## src/rtl/nocp_pkg.sv

```systemverilog
package nocp_pkg;

  localparam int FLIT_W      = 40;
  localparam int SRC_FIELD_W = 14;
  localparam int ADDR_FLD_W  = 38;
  localparam int DATA_W      = 32;
  localparam int BE_W        = 4;
  localparam int TYPE_W      = 4;
  localparam int PLEN_W      = 8;
  localparam int TRD_W       = 4;

  typedef logic [FLIT_W-1:0]      flit_t;
  typedef logic [SRC_FIELD_W-1:0] srcField_t;
  typedef logic [ADDR_FLD_W-1:0]  addrField_t;

  typedef enum logic [2:0] {
    ST_IDLE,
    ST_ADDR,
    ST_CTRL,
    ST_DATA,
    ST_BEAT
  } seqState_t;

  typedef struct packed {
    logic captureHdr;
    logic loadAddr;
    logic loadCtrl;
    logic loadDataHeld;
    logic loadDataLive;
    logic clearOut;
  } ctrlStrobe_t;

  function automatic logic typeIsWrite(input logic [2:0] kind);
    return (kind == 3'b100) || (kind == 3'b101) || (kind == 3'b111);
  endfunction

  function automatic logic [1:0] typeCmd(input logic [2:0] kind);
    logic [1:0] code;
    unique case (kind)
      3'b100:  code = 2'b10;
      3'b110:  code = 2'b11;
      3'b101,
      3'b111:  code = 2'b00;
      default: code = 2'b01;
    endcase
    return code;
  endfunction

  function automatic flit_t buildAddrFlit(input addrField_t word);
    return {1'b0, word, 1'b0};
  endfunction

  function automatic flit_t buildCtrlFlit(
    input logic              last,
    input srcField_t         src,
    input logic [1:0]        cmd,
    input logic [PLEN_W-1:0] plen,
    input logic [TRD_W-1:0]  trd,
    input logic [TYPE_W-1:0] kind,
    input logic [BE_W-1:0]   be
  );
    return {last, src, cmd, 2'b00, plen, trd, kind, be, 1'b0};
  endfunction

  function automatic flit_t buildDataFlit(
    input logic              last,
    input logic [BE_W-1:0]   be,
    input logic [DATA_W-1:0] data
  );
    return {last, 3'b000, be, data};
  endfunction

endpackage

```

## src/rtl/nocp_datapath.sv

```systemverilog
module nocp_datapath
  import nocp_pkg::*;
#(
  parameter int ADDR_W  = 32,
  parameter int SRCID_W = 10
) (
  input  logic               clk,
  input  logic               rstN,
  input  ctrlStrobe_t        strb,
  input  logic               outReady,
  input  logic [ADDR_W-1:0]  reqAddr,
  input  logic [TYPE_W-1:0]  reqType,
  input  logic [PLEN_W-1:0]  reqPlen,
  input  logic [SRCID_W-1:0] reqSrcId,
  input  logic [TRD_W-1:0]   reqTrdId,
  input  logic [BE_W-1:0]    reqBe,
  input  logic [DATA_W-1:0]  reqData,
  input  logic               reqEop,
  output logic               outValid,
  output flit_t              outFlit,
  output logic               hdrWrite,
  output logic               heldEop
);

  localparam int ADDR_SHIFT = FLIT_W - ADDR_W;
  localparam int SRC_SHIFT  = SRC_FIELD_W - SRCID_W;

  addrField_t        addrWord;
  srcField_t         srcAligned;
  srcField_t         hdrSrc;
  logic [1:0]        hdrCmd;
  logic [PLEN_W-1:0] hdrPlen;
  logic [TRD_W-1:0]  hdrTrd;
  logic [TYPE_W-1:0] hdrType;
  logic [BE_W-1:0]   hdrBe;
  logic [BE_W-1:0]   heldBe;
  logic [DATA_W-1:0] heldData;

  // Left-align the address in 40 bits, then drop the two lowest bits.
  assign addrWord   = addrField_t'((flit_t'(reqAddr) << ADDR_SHIFT) >> 2);
  assign srcAligned = srcField_t'(srcField_t'(reqSrcId) << SRC_SHIFT);

  always_ff @(posedge clk) begin
    if (!rstN) begin
      hdrSrc   <= '0;
      hdrCmd   <= '0;
      hdrPlen  <= '0;
      hdrTrd   <= '0;
      hdrType  <= '0;
      hdrBe    <= '0;
      hdrWrite <= 1'b0;
      heldBe   <= '0;
      heldData <= '0;
      heldEop  <= 1'b0;
    end else if (strb.captureHdr) begin
      hdrSrc   <= srcAligned;
      hdrCmd   <= typeCmd(reqType[2:0]);
      hdrPlen  <= reqPlen;
      hdrTrd   <= reqTrdId;
      hdrType  <= reqType;
      hdrBe    <= reqBe;
      hdrWrite <= typeIsWrite(reqType[2:0]);
      heldBe   <= reqBe;
      heldData <= reqData;
      heldEop  <= reqEop;
    end
  end

  always_ff @(posedge clk) begin
    if (!rstN) begin
      outValid <= 1'b0;
      outFlit  <= '0;
    end else begin
      if (strb.loadAddr) begin
        outFlit  <= buildAddrFlit(addrWord);
        outValid <= 1'b1;
      end else if (strb.loadCtrl) begin
        outFlit  <= buildCtrlFlit(~hdrWrite, hdrSrc, hdrCmd, hdrPlen, hdrTrd, hdrType, hdrBe);
        outValid <= 1'b1;
      end else if (strb.loadDataHeld) begin
        outFlit  <= buildDataFlit(heldEop, heldBe, heldData);
        outValid <= 1'b1;
      end else if (strb.loadDataLive) begin
        outFlit  <= buildDataFlit(reqEop, reqBe, reqData);
        outValid <= 1'b1;
      end else if (strb.clearOut) begin
        outValid <= 1'b0;
      end
    end
  end

  AST_HOLD_UNDER_STALL: assert property (@(posedge clk) disable iff (!rstN)
    (outValid && !outReady) |=> (outValid && $stable(outFlit)));

endmodule

```

## src/rtl/nocp_control.sv

```systemverilog
module nocp_control
  import nocp_pkg::*;
(
  input  logic        clk,
  input  logic        rstN,
  input  logic        reqValid,
  input  logic        outReady,
  input  logic        outValid,
  input  logic        outEop,
  input  logic        hdrWrite,
  input  logic        heldEop,
  output logic        reqReady,
  output ctrlStrobe_t strb
);

  seqState_t state;
  seqState_t stateNext;
  logic      outFire;

  assign outFire = outValid && outReady;

  always_comb begin
    stateNext = state;
    reqReady  = 1'b0;
    strb      = '0;
    unique case (state)
      ST_IDLE: begin
        reqReady = 1'b1;
        if (reqValid) begin
          strb.captureHdr = 1'b1;
          strb.loadAddr   = 1'b1;
          stateNext       = ST_ADDR;
        end
      end
      ST_ADDR: begin
        if (outFire) begin
          strb.loadCtrl = 1'b1;
          stateNext     = ST_CTRL;
        end
      end
      ST_CTRL: begin
        if (outFire) begin
          if (hdrWrite) begin
            strb.loadDataHeld = 1'b1;
            stateNext         = ST_DATA;
          end else begin
            strb.clearOut = 1'b1;
            stateNext     = ST_IDLE;
          end
        end
      end
      ST_DATA: begin
        if (outEop) begin
          if (outFire) begin
            strb.clearOut = 1'b1;
            stateNext     = ST_IDLE;
          end
        end else begin
          reqReady = outReady;
          if (outFire) begin
            if (reqValid) begin
              strb.loadDataLive = 1'b1;
            end else begin
              strb.clearOut = 1'b1;
              stateNext     = ST_BEAT;
            end
          end
        end
      end
      ST_BEAT: begin
        reqReady = 1'b1;
        if (reqValid) begin
          strb.loadDataLive = 1'b1;
          stateNext         = ST_DATA;
        end
      end
      default: stateNext = ST_IDLE;
    endcase
  end

  always_ff @(posedge clk) begin
    if (!rstN) state <= ST_IDLE;
    else       state <= stateNext;
  end

  AST_ONE_LOAD: assert property (@(posedge clk) disable iff (!rstN)
    $onehot0({strb.loadAddr, strb.loadCtrl, strb.loadDataHeld, strb.loadDataLive, strb.clearOut}));
  AST_HDR_ONLY_WHEN_EMPTY: assert property (@(posedge clk) disable iff (!rstN)
    strb.captureHdr |-> !outValid);
  AST_EMPTY_AFTER_LAST: assert property (@(posedge clk) disable iff (!rstN)
    (outValid && outReady && outEop) |=> !outValid);
  AST_ADDR_FLIT_OPEN: assert property (@(posedge clk) disable iff (!rstN)
    (state == ST_ADDR) |-> (outValid && !outEop));
  AST_READ_CTRL_CLOSES: assert property (@(posedge clk) disable iff (!rstN)
    (state == ST_CTRL && !hdrWrite) |-> outEop);
  AST_WRITE_CTRL_OPEN: assert property (@(posedge clk) disable iff (!rstN)
    (state == ST_CTRL && hdrWrite) |-> !outEop);
  AST_HELD_LAST_CLOSES: assert property (@(posedge clk) disable iff (!rstN)
    (state == ST_CTRL && hdrWrite && outReady) |=> (outEop == $past(heldEop)));

endmodule

```

## src/rtl/noc_cmd_packer.sv

```systemverilog
module noc_cmd_packer
  import nocp_pkg::*;
#(
  parameter int ADDR_W  = 32,
  parameter int SRCID_W = 10
) (
  input  logic               clk,
  input  logic               rstN,
  input  logic               reqValid,
  output logic               reqReady,
  input  logic [ADDR_W-1:0]  reqAddr,
  input  logic [3:0]         reqType,
  input  logic [7:0]         reqPlen,
  input  logic [SRCID_W-1:0] reqSrcId,
  input  logic [3:0]         reqTrdId,
  input  logic [3:0]         reqBe,
  input  logic [31:0]        reqData,
  input  logic               reqEop,
  output logic               outValid,
  input  logic               outReady,
  output logic [39:0]        outFlit
);

  ctrlStrobe_t strb;
  logic        hdrWrite;
  logic        heldEop;

  nocp_control u_control (
    .clk      (clk),
    .rstN     (rstN),
    .reqValid (reqValid),
    .outReady (outReady),
    .outValid (outValid),
    .outEop   (outFlit[FLIT_W-1]),
    .hdrWrite (hdrWrite),
    .heldEop  (heldEop),
    .reqReady (reqReady),
    .strb     (strb)
  );

  nocp_datapath #(
    .ADDR_W  (ADDR_W),
    .SRCID_W (SRCID_W)
  ) u_datapath (
    .clk      (clk),
    .rstN     (rstN),
    .strb     (strb),
    .outReady (outReady),
    .reqAddr  (reqAddr),
    .reqType  (reqType),
    .reqPlen  (reqPlen),
    .reqSrcId (reqSrcId),
    .reqTrdId (reqTrdId),
    .reqBe    (reqBe),
    .reqData  (reqData),
    .reqEop   (reqEop),
    .outValid (outValid),
    .outFlit  (outFlit),
    .hdrWrite (hdrWrite),
    .heldEop  (heldEop)
  );

endmodule

```

## config.mk

```make
export PLATFORM = sky130hd
export DESIGN_NAME = noc_cmd_packer
export DESIGN_NICKNAME = d
export VERILOG_FILES = /design/src/rtl/nocp_pkg.sv /design/src/rtl/nocp_datapath.sv /design/src/rtl/nocp_control.sv /design/src/rtl/noc_cmd_packer.sv
export SDC_FILE = /design/constraint.sdc
export NUM_CORES = 1
export LEC_CHECK = 0
export ABC_AREA = 1
export BUFFER_PORTS_ARGS = -buffer_cell sky130_fd_sc_hd__buf_2
export CORE_AREA = 2 2 107 109
export CTS_BUF_LIST = sky130_fd_sc_hd__clkbuf_16
export CTS_CLUSTER_DIAMETER = 120
export DETAILED_ROUTE_END_ITERATION = 7
export DIE_AREA = 0 0 109 111
export PLACE_DENSITY_LB_ADDON = 0.08
export SETUP_SLACK_MARGIN = 0.15
export SYNTH_ARGS = -nofsm -noshare
export SYNTH_HDL_FRONTEND = slang
export SYNTH_HIERARCHICAL = 1
export SYNTH_SLANG_ARGS = --single-unit
```

## constraint.sdc

```tcl
create_clock -name clk -period 1.9 [get_ports clk]
set_input_delay 0.285 -clock clk [delete_from_list [all_inputs] [get_ports clk]]
set_output_delay 0.285 -clock clk [all_outputs]
set_load 0.01 [all_outputs]
```

== Yosys cells after proc, flatten, opt, wreduce, memory -nomap -nowiden ==
Cells that the tools add are included.

* Bits in registers: 110
* Input bits: 99
* Output and inout bits: 42

* Equal/unequal tests: 14
* Muxes and demuxes: 38
* Bitwise operators: 2
* Reductions and logical operators: 13

{| class="wikitable"
|+ Operators with widths
! kind !! number
|-
| $mux 40 || 3
|-
| $mux 39 || 1
|-
| $mux 3 || 8
|-
| $mux 1 || 17
|-
| $eq 3x3->1 const B || 5
|-
| $pmux 3 s5 || 1
|-
| $mux 2 || 4
|-
| $eq 3x2->1 const B || 2
|-
| $ne 2x1->1 const B || 3
|-
| $pmux 1 s2 || 3
|-
| $pmux 2 s3 || 1
|-
| $reduce_and 6->1 || 1
|-
| $reduce_or 2->1 || 3
|-
| $reduce_bool 5->1 || 1
|-
| $ne 2x2->1 const B || 2
|-
| $reduce_bool 4->1 || 1
|-
| $eq 3x1->1 const B || 1
|-
| $logic_not 3->1 || 1
|-
| $ne 3x2->1 const B || 1
|-
| $reduce_bool 3->1 || 1
|-
| $reduce_or 3->1 || 1
|-
| $logic_or 1x1->1 || 2
|-
| $not 1->1 || 2
|-
| $reduce_bool 2->1 || 1
|-
| $logic_and 1x1->1 || 1
|}

== Longest topological paths before layout ==
* Word-level depth: 9
* Mapped depth: 12
* Gate-level depth less buffers: 11

== Modules after synthesis ==
Netlist, hierarchy kept.

{| class="wikitable"
|+ Modules (own cells, without submodules)
! module !! times used !! cells each !! area each (um^2) !! seq. area each (um^2)
|-
| nocp_datapath || 1 || 714 || 4,754.6 || 2,142.1
|-
| nocp_control || 1 || 56 || 296.5 || 60.1
|}

== Worst setup path before layout ==
Ideal clock, no wire load.

* Path kind: register to register
* From: register u_control.state[0]
* To: register u_datapath.heldData[17]
* Arrival time: 1,853 ps
* Required time: 1,784 ps
* Setup slack: -68 ps
* Stages on the path, launching flop included: 10
* Buffers on the path: 3
* Clock period less this slack: 1,968 ps
* Path through: dfxtp_1 -> inv_1 -> nand2_2 -> nor3_1 -> buf_4 -> buf_2 -> clkinv_1 -> clkbuf_1 -> nor2_1 -> nor2_1

{| class="wikitable"
|+ RTL lines
! item !! line !! text
|-
| from (decl) || nocp_control.sv:16 || <nowiki>seqState_t state;</nowiki>
|-
| from (signal assigned) || nocp_control.sv:83 || <nowiki>else state <= stateNext;</nowiki>
|-
| to (signal assigned) || nocp_datapath.sv:64 || <nowiki>heldData <= reqData;</nowiki>
|-
| to (decl) || nocp_datapath.sv:37 || <nowiki>logic [DATA_W-1:0] heldData;</nowiki>
|}

==> metrics.md <==
| Metric | Value |
|---|---|
| Critical Path, Cell by Cell | inv_1 -> nand2_2 -> nor3_4 -> buf_6 -> nor2_4 -> nand2_4 -> bufbuf_16 -> o21ai_0 -> nor2_1 |
| Total nets after synthesis | about 870 |
| Class of the worst hold path | input port to register |
| Clock latency reported for the late side of the worst-skew pair | about 0.35 ns |
| Crit path max fanout | 16 |
| Kind of capture point of the worst setup path | register |
| Clock buffers created by TritonCTS | 9 |
| Number of nets with antenna violations after detailed routing | 0 |
| Die extent in x | 109 um |
| Max-cap check violation count | 0 |
| Number of sinks handled by clock tree synthesis | 110 |
| Synthesized area per cell | 6.560 sq um |
| Startpoint of the most critical register-to-register path | u_control/state[0]$_SDFFE_PN0P_ |
| Final setup viols | 0 |
| Final Hold Vio Count | 0 |
| Clock buffer depth | 2 |
| Largest vdd supply drop | between 0.8 and 0.9 mV |
| Dpl hpwl | around 9.8 mm |
| Number of pins exceeding their max-slew limit in the final report | 0 |
| Worst-case headroom to the max-slew limit | ~69% |
| Total routing usage reported by global routing | 24.97% |
| Critical-path cell with the highest stage delay | sky130_fd_sc_hd__dfxtp_2 |
| Number of global-route vias before repair | around 5k |
| Clk pin slew, worst setup/hold paths | roughly 0.070 ns |
| Number of antenna cells inserted | 0 |
| Detailed-route DRC error count | 0 |
| Crit-path max cell delay | approximately 0.35 ns |
| Count of vias placed by the detailed router | between 5k and 6k |
| Setup clock skew after layout | between 0.006 and 0.007 ns |
| Detailed-route vias per instance | ~5 |
| Run status | completed |
| Relative area change from synthesis to final layout | 25.86% |
| # nets final | approximately 1,000 |
| Share of the cycle needed by the critical path after routing | between 80% and 90% |
| Proportion of synthesized chip area in sequential cells | between 40 and 50% |
| Pin count of the biggest net entering global routing | 50 |
| Number of buffers inserted by port buffering | 140 |
| Pin slew with the least headroom to its limit | roughly 0.47 ns |
| Achievable frequency | around 0.6 GHz |
| Height of the chip | around 110 um |
| Most frequent standard cell in the layout excluding fill and tap cells | sky130_fd_sc_hd__nor2_1 |
| Type of the worst setup path | register to register |
| Final routed wire length divided by cell count | between 10 and 15 um |
| Setup repair after global routing missed its margin | yes |
| Worst hold start | reqPlen[2] |
| Number of rows in the core area | 39 |
| Core region area | about 11,000 sq um |
| Required time reported for the critical path endpoint | around 2.2 ns |
| I/O Pins | about 140 |
| Number of warnings issued by yosys | 6 |
| Share of layout cells above drive strength 1 | approximately a quarter |
| Minimum clock period after layout | 1.705 ns |
| Initial antenna violation count | 0 |
| Leftover overflow at the end of global routing | 0 |
| Startpoint kind of the worst setup timing path | register |
| Summed negative setup slack over all endpoints | 0 ns |
| Wire length of the first global-routing pass | around 24 mm |
| Post-synthesis cell count | 770 |
| Power consumption | 9.838 mW |
| Crit path arrival time | roughly 2.0 ns |
| Launch point of the critical path | u_control/state[0]$_SDFFE_PN0P_ |
| Routability cong. | 0.8430 |
| Power per unit of standard cell area | 1547 nW/um^2 |
| Synth cell types | 27 |
| Area enclosed by the die boundary | approximately 12,000 sq um |
| Aggregate routed wire length | approximately 15 mm |
| CTS H-tree lvls | 3 |
| Iteration count of the initial detailed-routing pass | 7 |
| Most used cells in the layout excluding fill and tap cells | sky130_fd_sc_hd__nor2_1, sky130_fd_sc_hd__nand2_1, sky130_fd_sc_hd__buf_2, sky130_fd_sc_hd__dfxtp_1, sky130_fd_sc_hd__o21ai_0 |
| Mapped Area | 5051 sq um |
| Starting utilization of the core area | 45.60% |
| LEAKAGE | between 3 and 4 nW |
| CTS tree | built |
| Initial DRC Count | 464 |
| Post-CTS Hold Buffers | 0 |
| Register bit total from synthesis | 110 |
| Clock root buffer | sky130_fd_sc_hd__clkbuf_16 |
==> power breakdown <==
part	leakage, nW	switching (mW)	internal [mW]
combinational	2.01	2.59	1.69
clock	0.143	0.850	1.00
sequential	0.911	0.489	3.21
total	3.07	3.93	5.91
==> flip-flops by register name, summed over array words and instances (netlist names) <==
name / count
u_datapath/outFlit: 40
u_datapath/heldData: 32
u_datapath/hdrSrc: 10
u_datapath/hdrPlen: 8
u_datapath/hdrTrd: 4
u_datapath/hdrType: 4
u_datapath/heldBe: 4
u_control/state: 3
u_datapath/hdrCmd: 2
u_datapath/hdrWrite: 1
u_datapath/heldEop: 1
u_datapath/outValid: 1
==> per-layer routing <==
layer  global-route usage (%)  wire length [um]
met1                    34.42              6566
met2                    40.41              7050
met3                    3.998               852
met4                    6.496               178
met5                        0                 0
==> cell families after synthesis <==
| logic type | after synthesis | share of synthesized area, % |
|---|---|---|
| DFF | 110 | 43.60 |
| and+or+nand+nor | 436 | 34.65 |
| buffers and inverters | 83 | 7.506 |
| AOI/OAI and AO/OA | 141 | 14.24 |
==> per-stage QoR <==
stage / util (%) / hold WS [ns] / worst slack, ns / cell area [sq um] / cells
floorplan: - / 0.4055 / 0.1632 / 5056 / 770
global placement: 53.65 / 0.4475 / 0.1502 / 5943 / 1023
detailed placement: 53.65 / 0.4545 / 0.05740 / 5943 / 1023
CTS: 56.93 / 0.1511 / 0.1521 / 6306 / 1043
global route: 57.39 / 0.1581 / 0.09488 / 6357 / 1045
finish: 57.39 / 0.1555 / 0.1946 / 6357 / 1045
==> repair_timing <==
item | in CTS | in global routing
gates cloned | 1 | 0
pin swaps | 2 | 7
endpoints found under the setup margin | 40 | 55
buffers inserted | 3 | 2
gates resized for setup | 8 | 19
==> worst paths after layout <==
kind / slack [ns] / endpoint / cells past startpoint
max: 0.19 / u_datapath/outFlit[24]$_SDFFE_PN0P_ / 9
min: 0.16 / u_datapath/hdrPlen[2]$_SDFFE_PN0P_ / 3
max reg2reg: 0.19 / u_datapath/outFlit[24]$_SDFFE_PN0P_ / 9
min reg2reg: 0.46 / u_datapath/outFlit[37]$_SDFFE_PN0P_ / 2
==> synthesized netlist by cell type (all sizes together) <==
| cell type | number | area (sq um) |
|---|---|---|
| a21oi | 35 | 178.9 |
| buf | 24 | 155.1 |
| clkbuf | 27 | 103.9 |
| clkinv | 1 | 3.750 |
| dfxtp | 110 | 2202 |
| inv | 31 | 116.4 |
| nand2 | 151 | 571.8 |
| nand3 | 66 | 340.3 |
| nand4 | 1 | 6.260 |
| nor2 | 216 | 820.8 |
| nor3 | 1 | 5.000 |
| o211a | 1 | 10.01 |
| o211ai | 1 | 7.510 |
| o21ai | 102 | 510.5 |
| o22ai | 2 | 12.51 |
| or2 | 1 | 6.260 |
==> layout make-up <==
type,count,area [sq um]
clock buffer,9,225.2
inverter,32,125.1
tap,143,178.9
timing repair buffer,167,1035
clock inverter,7,57.56
multi-input combinational,577,2526
sequential,110,2210
fill,1086,4720
==> worst max-delay path, delay by kind of cell (launching register included) <==
kind                   cells  cell delay [ns]
buffers and inverters      3             0.57
DFF                        1             0.35
and+or+nand+nor            5             0.64
AOI/OAI and AO/OA          1             0.08
(Power assumes the default switching activity.)
